[config.mk]
export PLATFORM = sky130hd
export DESIGN_NAME = tamper_stamp
export DESIGN_NICKNAME = d
export VERILOG_FILES = /design/src/rtl/ts_pkg.sv /design/src/rtl/ts_sync.sv /design/src/rtl/ts_pacer.sv /design/src/rtl/ts_filter.sv /design/src/rtl/ts_capture.sv /design/src/rtl/tamper_stamp.sv
export SDC_FILE = /design/constraint.sdc
export NUM_CORES = 1
export LEC_CHECK = 0
export BUFFER_PORTS_ARGS = -buffer_cell sky130_fd_sc_hd__buf_2
export CAP_MARGIN = 20
export CORE_ASPECT_RATIO = 1.25
export CORE_UTILIZATION = 52
export CTS_CLUSTER_DIAMETER = 80
export DETAILED_ROUTE_END_ITERATION = 16
export PLACE_DENSITY = 0.79
export SLEW_MARGIN = 5
export SYNTH_ARGS = -nofsm -noshare
export SYNTH_HDL_FRONTEND = slang
export SYNTH_HIERARCHICAL = 1
export SYNTH_SLANG_ARGS = --single-unit
export TNS_END_PERCENT = 100
[constraint.sdc]
create_clock -name clk -period 3.01 [get_ports clk]
set_input_delay 0.1505 -clock clk [delete_from_list [all_inputs] [get_ports clk]]
set_output_delay 0.1505 -clock clk [all_outputs]
set_load 0.02 [all_outputs]
[src/rtl/ts_pkg.sv]
package ts_pkg;
  // Consecutive high ticks needed for a qualified event
  function automatic int filt_len(logic [1:0] sel, int tps);
    case (sel)
      2'b00:   return 1;
      2'b01:   return tps / 256;
      2'b10:   return tps / 64;
      default: return tps / 32;
    endcase
  endfunction

  // Ticks between sampling windows
  function automatic int smp_period(logic [1:0] sel, int tps);
    case (sel)
      2'b01:   return tps / 2;
      2'b10:   return tps;
      2'b11:   return tps * 4;
      default: return 1;
    endcase
  endfunction
endpackage

[src/rtl/ts_sync.sv]
module ts_sync #(
  parameter int STAGES = 2
) (
  input  logic clk,
  input  logic rst_n,
  input  logic din,
  output logic dout
);
  logic [STAGES-1:0] chain;
  always_ff @(posedge clk) begin
    if (!rst_n) chain <= '0;
    else        chain <= {chain[STAGES-2:0], din};
  end
  assign dout = chain[STAGES-1];
endmodule

[src/rtl/ts_pacer.sv]
module ts_pacer #(
  parameter int TPS    = 32768,
  parameter int SETTLE = 8
) (
  input  logic       clk,
  input  logic       rst_n,
  input  logic       tick,
  input  logic       en,
  input  logic       pu_off,
  input  logic [1:0] smp_sel,
  input  logic [1:0] flt_sel,
  output logic       eval_o,
  output logic       pu_on_o
);
  localparam int PW = $clog2(4 * TPS) + 1;

  logic [PW-1:0] cnt;
  logic [1:0]    sel_q;
  logic [PW-1:0] per_v, win_end, settle_v;
  logic          window;

  always_comb begin
    per_v    = PW'(ts_pkg::smp_period(smp_sel, TPS));
    settle_v = PW'(SETTLE);
    win_end  = settle_v + PW'(ts_pkg::filt_len(flt_sel, TPS));
  end

  always_ff @(posedge clk) begin
    if (!rst_n) begin
      cnt   <= '0;
      sel_q <= 2'b00;
    end else begin
      sel_q <= smp_sel;
      if (smp_sel != sel_q || smp_sel == 2'b00) cnt <= '0;
      else if (tick) cnt <= (cnt >= per_v - PW'(1)) ? '0 : cnt + PW'(1);
    end
  end

  assign window  = (smp_sel == 2'b00) ? 1'b1 : (cnt < win_end);
  assign eval_o  = (smp_sel == 2'b00) ? 1'b1 : (cnt >= settle_v && cnt < win_end);
  assign pu_on_o = en && !pu_off && window;


  pu_off_chk: assert property (@(posedge clk) disable iff (!rst_n) pu_off |-> !pu_on_o);
endmodule

[src/rtl/ts_filter.sv]
module ts_filter #(
  parameter int TPS = 32768
) (
  input  logic       clk,
  input  logic       rst_n,
  input  logic       tick,
  input  logic       en,
  input  logic       eval,
  input  logic       din,
  input  logic [1:0] flt_sel,
  output logic       hit
);
  localparam int NMAX = TPS / 32;
  localparam int RW   = $clog2(NMAX + 2) + 1;

  logic [RW-1:0] run, run_p1, need;

  always_comb begin
    need   = RW'(ts_pkg::filt_len(flt_sel, TPS));
    run_p1 = run + RW'(1);
  end

  always_ff @(posedge clk) begin
    if (!rst_n) run <= '0;
    else if (tick) begin
      if (en && eval && din) run <= (run_p1 > RW'(NMAX)) ? RW'(NMAX) : run_p1;
      else                   run <= '0;
    end
  end

  assign hit = tick && en && eval && din && (run_p1 >= need);
endmodule

[src/rtl/ts_capture.sv]
module ts_capture #(
  parameter int TW = 8
) (
  input  logic          clk,
  input  logic          rst_n,
  input  logic          hit,
  input  logic          clr,
  input  logic [6*TW-1:0] now_all,
  output logic          flag,
  output logic [6*TW-1:0] stamp
);
  always_ff @(posedge clk) begin
    if (!rst_n) begin
      flag  <= 1'b0;
      stamp <= '0;
    end else begin
      if (hit && !flag) stamp <= now_all;
      if (hit)      flag <= 1'b1;
      else if (clr) flag <= 1'b0;
    end
  end


  flag_sticky_chk: assert property (@(posedge clk) disable iff (!rst_n) flag && !clr |=> flag);

  stamp_hold_chk: assert property (@(posedge clk) disable iff (!rst_n) flag |=> $stable(stamp));
endmodule

[src/rtl/tamper_stamp.sv]
module tamper_stamp #(
  parameter int TPS    = 32768,
  parameter int SETTLE = 8,
  parameter int TW     = 8
) (
  input  logic          clk,
  input  logic          rst_n,
  input  logic          tick,
  input  logic          ev_pin,
  input  logic          det_en,
  input  logic [1:0]    smp_sel,
  input  logic [1:0]    flt_sel,
  input  logic          pu_off,
  input  logic          bat_gate,
  input  logic          on_backup,
  input  logic          halt_en,
  input  logic          auto_clr,
  input  logic          stat_rd,
  input  logic          clr_wr,
  input  logic          clr_val,
  input  logic [TW-1:0] now_sec,
  input  logic [TW-1:0] now_min,
  input  logic [TW-1:0] now_hr,
  input  logic [TW-1:0] now_date,
  input  logic [TW-1:0] now_mon,
  input  logic [TW-1:0] now_yr,
  output logic          ev_flag,
  output logic          det_n,
  output logic          halt_req,
  output logic          pu_on,
  output logic [TW-1:0] ts_sec,
  output logic [TW-1:0] ts_min,
  output logic [TW-1:0] ts_hr,
  output logic [TW-1:0] ts_date,
  output logic [TW-1:0] ts_mon,
  output logic [TW-1:0] ts_yr
);
  logic sync_lvl, eval_win, ev_hit, clr_req, out_gated;
  logic [6*TW-1:0] now_all, stamp_all;

  ts_sync #(.STAGES(2)) u_sync (
    .clk(clk), .rst_n(rst_n), .din(ev_pin), .dout(sync_lvl)
  );

  ts_pacer #(.TPS(TPS), .SETTLE(SETTLE)) u_pacer (
    .clk(clk), .rst_n(rst_n), .tick(tick), .en(det_en), .pu_off(pu_off),
    .smp_sel(smp_sel), .flt_sel(flt_sel), .eval_o(eval_win), .pu_on_o(pu_on)
  );

  ts_filter #(.TPS(TPS)) u_filt (
    .clk(clk), .rst_n(rst_n), .tick(tick), .en(det_en), .eval(eval_win),
    .din(sync_lvl), .flt_sel(flt_sel), .hit(ev_hit)
  );

  assign now_all = {now_yr, now_mon, now_date, now_hr, now_min, now_sec};
  assign clr_req = (clr_wr && !clr_val) || (stat_rd && auto_clr);

  ts_capture #(.TW(TW)) u_cap (
    .clk(clk), .rst_n(rst_n), .hit(ev_hit), .clr(clr_req),
    .now_all(now_all), .flag(ev_flag), .stamp(stamp_all)
  );

  assign {ts_yr, ts_mon, ts_date, ts_hr, ts_min, ts_sec} = stamp_all;
  assign out_gated = bat_gate && on_backup;
  assign det_n     = !(ev_flag && !out_gated);
  assign halt_req  = ev_flag && halt_en;


  no_rise_when_off_chk: assert property (@(posedge clk) disable iff (!rst_n)
    $rose(ev_flag) |-> $past(det_en));

  backup_gate_chk: assert property (@(posedge clk) disable iff (!rst_n)
    (bat_gate && on_backup) |-> det_n);
endmodule

**Yosys cells after proc, flatten, opt, wreduce, memory -nomap -nowiden**

Index checks and enable logic that the tools add are counted.

- Flip-flop bits (word level): 83
- Input bits: 65
- Output and inout bits: 52

- $add $sub $neg: 4
- $lt $le $gt $ge: 5
- Eq/ne operators: 6
- Multiplexer cells: 9
- Bitwise logic cells: 1
- Reduce and logical (&&, ||, !) cells: 26

Operators with widths:

| cell | number |
|---|---|
| 18-bit case mux with 3 select lines | 1 |
| 11-bit case mux with 3 select lines | 1 |
| 12-bit 2-to-1 mux | 2 |
| 18-bit by 1-bit adder with 18-bit output (second input constant) | 1 |
| 4-bit by 18-bit adder with 18-bit output (first input constant) | 1 |
| 18-bit >= comparator | 1 |
| 18-bit by 4-bit >= comparator with 1-bit output (second input constant) | 1 |
| 18-bit < comparator | 1 |
| 18-bit 2-to-1 mux | 1 |
| 18-bit by 1-bit subtractor with 18-bit output (second input constant) | 1 |
| 1-bit logical AND | 15 |
| 12-bit by 1-bit adder with 12-bit output (second input constant) | 1 |
| 12-bit by 11-bit >= comparator with 1-bit output | 1 |
| 12-bit by 11-bit greater-than comparator with 1-bit output (second input constant) | 1 |
| 2-bit equality test (second input constant) | 3 |
| 1-bit logical NOT | 5 |
| 2-bit by 1-bit equality test with 1-bit output (second input constant) | 2 |
| 2-bit logical NOT | 2 |
| 1-bit 2-to-1 mux | 4 |
| 1-bit logical OR | 2 |
| 2-bit inequality test | 1 |
| 2-bit nonzero test | 1 |
| 2-bit OR reduction | 1 |
| 1-bit inverter | 1 |

**Depth between registers and ports, before layout**

- Depth after elaboration: 10
- Gate-level depth with buffers: 14

**Modules after synthesis**

Netlist, hierarchy kept.

Modules (own cells, without submodules):

| module | times used | cells each | area an instance (um^2) | seq. area each (um^2) |
|---|---|---|---|---|
| ts_capture | 1 | 213 | 1966.9 | 980.9 |
| ts_pacer | 1 | 150 | 1258.7 | 400.4 |
| ts_filter | 1 | 116 | 907.1 | 240.2 |
| ts_sync | 1 | 4 | 52.6 | 40.0 |
| tamper_stamp | 1 | 6 | 30.0 | 0.0 |

**Worst setup path before layout**

No wires, ideal clock.

- Path type: flip-flop to flip-flop
- Start: reg u_filt.run[0]
- End: reg u_cap.stamp[24]
- Library setup time: 0.072 ns
- Arrival time: 2.646 ns
- Data required time: 2.938 ns
- Slack: 0.293 ns
- Stages on the path, launching flop included: 14
- Buffers on the path: 3
- Period minus slack after synthesis: 2.717 ns
- Cells stage by stage: dfxtp_1 -> ha_1 -> nand2_1 -> nor3_1 -> xnor2_1 -> ha_1 -> inv_1 -> a221o_1 -> a21oi_1 -> nor2b_4 -> buf_6 -> buf_6 -> buf_8 -> mux2i_1

- Cells in the longest elaborated chain, start to end: 4

RTL lines:

| element | line | source |
|---|---|---|
| start: declaration | ts_filter.sv:16 | `logic [RW-1:0] run, run_p1, need;` |
| start signal: assignment | ts_filter.sv:26 | `if (en && eval && din) run <= (run_p1 > RW'(NMAX)) ? RW'(NMAX) : run_p1;` |
| 12-bit by 1-bit adder with 12-bit output | ts_filter.sv:20 | `run_p1 = run + RW'(1);` |
| 12-bit by 11-bit >= comparator with 1-bit output | ts_filter.sv:31 | `assign hit = tick && en && eval && din && (run_p1 >= need);` |
| 1-bit logical AND | ts_filter.sv:31 |  |
| net ev_hit | tamper_stamp.sv:38 | `logic sync_lvl, eval_win, ev_hit, clr_req, out_gated;` |
| 1-bit logical AND | ts_capture.sv:17 | `if (hit && !flag) stamp <= now_all;` |
| end signal: assignment | ts_capture.sv:17 |  |
| end: declaration | ts_capture.sv:10 | `output logic [6*TW-1:0] stamp` |

The timed path passes the listed nets, and every way through them passes these cells.
A chain may end at the register's enable or synchronous reset.

**Worst setup path in the final report**

- Start: reg u_filt.run[1]
- End: reg u_cap.stamp[7]

Same word-level chain as after synthesis.

==> summary.log <==
INFO  run_status     run_status=completed
INFO  grt            grt_first_pass_wirelength=15000um
INFO  critical_path  startpoint_type=flip-flop
INFO  timing         timing.clock.skew=0.00885ns
INFO  worst_hold_path hold_path_class=in2reg
INFO  critical_path  setup.worst_path.end_class=flip-flop
INFO  timing         final_layout_setup_total_negative_slack=0ns
INFO  critical_path  path_cells=ha_2 -> nand2_1 -> nor3_1 -> xnor2_1 -> ha_1 -> inv_1 -> a221o_1 -> a21oi_1 -> nor2b_4 -> buf_12 -> mux2i_1
INFO  power_and_ir_drop comb_power_share=5.9%
INFO  logic_synthesis yosysSeqAreaShare=39.4%
INFO  power_and_ir_drop totalPowerFinal=2160uW
INFO  critical_path  worst_reg_to_reg_cells=11
INFO  final_layout   final_nets=678
INFO  drt            dr.pass1.iters=4
INFO  drt            wl_per_cell=13.6um
INFO  drt            vias=3697
INFO  floorplanning  starting_density_of_the_core=53.8%
INFO  drt            post_drt_via_cell_ratio=5.29
INFO  timing         slew_headroom=48.3%
INFO  clocking       cts_num_sinks=83
INFO  critical_path  cp_data_required_time=3.30ns
INFO  floorplanning  io_pins=117
INFO  floorplanning  die_x=82.5um
INFO  logic_synthesis synth_top_cells_by_area=sky130_fd_sc_hd__dfxtp_1 39%, sky130_fd_sc_hd__mux2i_1 11%, sky130_fd_sc_hd__nand2_1 11%, sky130_fd_sc_hd__ha_1 4.2%, sky130_fd_sc_hd__nor2_1 3.5%
INFO  timing         timing.hold.ws=0.0202ns
INFO  drt            drt_iter0_markers=79
INFO  power_and_ir_drop power.static_leakage=0.00216uW
INFO  final_layout   layout-drive-gt1-share=26.8%
INFO  logic_synthesis synth-seq-cells=83
INFO  power_and_ir_drop ir_drop=0.349mV
INFO  drt            post_detailed_route_count_of_antenna_violating_nets=0
INFO  placed_design  io_buffer_count=116
INFO  power_and_ir_drop cellInternalPower=1670uW
INFO  run            drv_cap=0
INFO  floorplanning  floorplan.die.height=103um
INFO  placed_design  gp_congestion=0.852
INFO  critical_path  worst_r2r_startpoint=u_filt/run[1]
INFO  critical_path  critical_path_start_end_classification=reg2reg
INFO  timing         max_freq=354MHz
INFO  clocking       post_cts.repair.setup_buffers=0
INFO  logic_synthesis syn-num-nets=568
INFO  floorplanning  num_rows=36
INFO  critical_path  slowest_delay=0.45ns
INFO  logic_synthesis synthDominantAreaCellType=sky130_fd_sc_hd__dfxtp_1
INFO  logic_synthesis synthFlopType=sky130_fd_sc_hd__dfxtp_1
INFO  logic_synthesis synth_cells=489
INFO  logic_synthesis ys.warnings.count=6
INFO  grt            overflow=0
INFO  placed_design  place_inst=682
INFO  critical_path  worstSetupEndpoint=u_cap/stamp[7]
INFO  logic_synthesis synthArstFlopShare=0%
INFO  critical_path  critical_path.reg2reg.endpoint=u_cap/stamp[7]
INFO  grt            first_global_vias=3370
INFO  worst_hold_path holdCritStartpoint=now_yr[0]
INFO  drt            drt-total-wl=9490um
INFO  clocking       cts_max_path_buffers=2
INFO  timing         tightest_slew=0.772ns
INFO  critical_path  crit_path_top_delay_cell=sky130_fd_sc_hd__dfxtp_1
INFO  power_and_ir_drop total_switching_power=489uW
INFO  logic_synthesis number_of_synthesized_flops_with_an_enable_pin=0
INFO  drt            drc_errors=0
INFO  final_layout   layout.cells.most_common_list=127 x sky130_fd_sc_hd__nand2_1, 116 x sky130_fd_sc_hd__buf_2, 82 x sky130_fd_sc_hd__dfxtp_1
INFO  logic_synthesis netlist.area_leader.share=39.4%
INFO  grt            grt_start_max_net_pins=74
INFO  power_and_ir_drop power.share.sequential=51.0%
INFO  power_and_ir_drop p_per_cell_area=427nW/um^2
INFO  placed_design  dp_hpwl=7040um
INFO  critical_path  worst_path_arrival_time=3.11ns
INFO  grt            grt.total_usage=23.3%
INFO  logic_synthesis post_synthesis_cell_type_count=61
INFO  floorplanning  die_area=8470um^2
INFO  logic_synthesis post_synth_instance_area=4220um^2
INFO  critical_path  path_max_fanout=22
INFO  logic_synthesis avgSynthCellArea=8.62um^2
INFO  final_layout   non_filler_cells_in_the_finished_layout=699
INFO  clocking       clock-root-buffer=sky130_fd_sc_hd__clkbuf_8
INFO  power_and_ir_drop switching_share=22.6%
INFO  timing         period_share=93.9%
INFO  grt            antenna_found_initial=0
INFO  timing         report.final.slew_viol_count=0
INFO  clocking       later_pin_clock_latency_in_the_skew_report=0.37ns
INFO  final_layout   flow.area_growth_from_synthesis=20.2%
INFO  timing         unrepaired_setup_endpoints_after_global_routing=no
INFO  timing         setup_viol=0
INFO  critical_path  timing.critical_path.from=u_filt/run[1]
INFO  final_layout   antennaDiodeCount=0
INFO  floorplanning  design.core.area=7840um^2
INFO  power_and_ir_drop pwr-share-clk=43.0%
INFO  timing         period_minus_slack=2.83ns
INFO  timing         report.final.hold_viol_count=0
INFO  final_layout   most_common_library_cell_in_the_layout_ignoring_fill_and_taps=sky130_fd_sc_hd__nand2_1
INFO  clocking       path_clk_slew=0.09ns
INFO  clocking       cts_inserted_buffers=9
INFO  clocking       clock_tree.htree_level_count=3
INFO  clocking       tritoncts=built
INFO  critical_path  ff2ff_setup_slack=0.18ns
how the worst min path moves through the flow:
stage                             endpoint  cells past startpoint
after global routing       u_cap/stamp[34]                      3
after CTS                  u_cap/stamp[28]                      3
after floorplan           u_pacer/sel_q[0]                      1
final                      u_cap/stamp[40]                      3
after global placement     u_sync/chain[0]                      2
after detailed placement   u_sync/chain[0]                      2
what timing repair did:
item	in CTS	in global routing
gates resized for setup	0	2
endpoints found under the setup margin	0	46
hold buffers	1	0
hold endpoints to repair	1	0
per-layer routing:
layer | routed length [um] | track usage, % | vias to the layer above
met2 | 4760 | 41.1 | 106
met3 | 530 | 6.28 | 16
met1 | 4030 | 26.2 | 1699
met4 | 166 | 9.42 | 0
li1 | - | - | 1876
met5 | 0 | 0 | -
worst max-delay path: cells and delay by family (launching register included):
family	cells	cell delay [ns]
xor+xnor	1	0.12
buf+inv	2	0.26
mux	1	0.24
simple gates	3	0.66
fa+ha+maj	2	0.56
compound gates	2	0.43
flops	1	0.45
stage by stage:
| step | worst slack (ns) | instance area (um^2) | util, % |
|---|---|---|---|
| floorplan | 0.293 | 4220 | - |
| global placement | 0.252 | 4810 | 61.4 |
| detailed placement | 0.131 | 4810 | 61.4 |
| CTS | 0.0980 | 5060 | 64.6 |
| global route | 0.00797 | 5060 | 64.6 |
| finish | 0.184 | 5060 | 64.6 |
state kept, by name, summed over array words and instances (netlist names):
register	count
u_sync/chain	2
u_cap/stamp	48
u_pacer/cnt	18
u_filt/run	12
u_pacer/sel_q	2
u_cap/flag	1
power by group through the flow:
stage	registers [uW]	logic, uW	clock network [uW]
6_report	1100	129	930
5_1_grt	1100	143	987
4_1_cts	1100	129	947
3_5_place_dp	1130	127	0
3_3_place_gp	1130	124	0
2_1_floorplan	1130	66.9	0
area by class of cell:
class / instances / area (um^2)
fillers: 671 / 2770
multi-input cells: 370 / 2340
flip-flops and latches: 83 / 1660
repair buffers: 123 / 661
clock buffers: 11 / 151
well taps: 95 / 119
clock inverters: 5 / 85.1
inverters: 12 / 45.0
cells in the mapped netlist, types with 7 or more instances:
library cell and count:
sky130_fd_sc_hd__nor2_1 39, sky130_fd_sc_hd__dfxtp_1 83, sky130_fd_sc_hd__xnor2_1 10, sky130_fd_sc_hd__xor2_1 11, sky130_fd_sc_hd__nand2_1 127, sky130_fd_sc_hd__clkbuf_1 8
sky130_fd_sc_hd__mux2i_1 48, sky130_fd_sc_hd__inv_1 12, sky130_fd_sc_hd__ha_1 14, sky130_fd_sc_hd__nand3_1 12, sky130_fd_sc_hd__and2_1 9, sky130_fd_sc_hd__a21oi_1 7
sky130_fd_sc_hd__o21ai_0 7, sky130_fd_sc_hd__nor3_1 10
logic make-up after synthesis:
family	share of synthesized area [%]
AO/OA/AOI/OAI	8.43
XOR/XNOR	4.36
adder cells (fa/ha/maj)	4.16
buffers and inverters	5.11
flip-flops	39.4
multiplexers	11.4
other	0.0890
AND/OR/NAND/NOR	27.0
(Power assumes the default switching activity.)
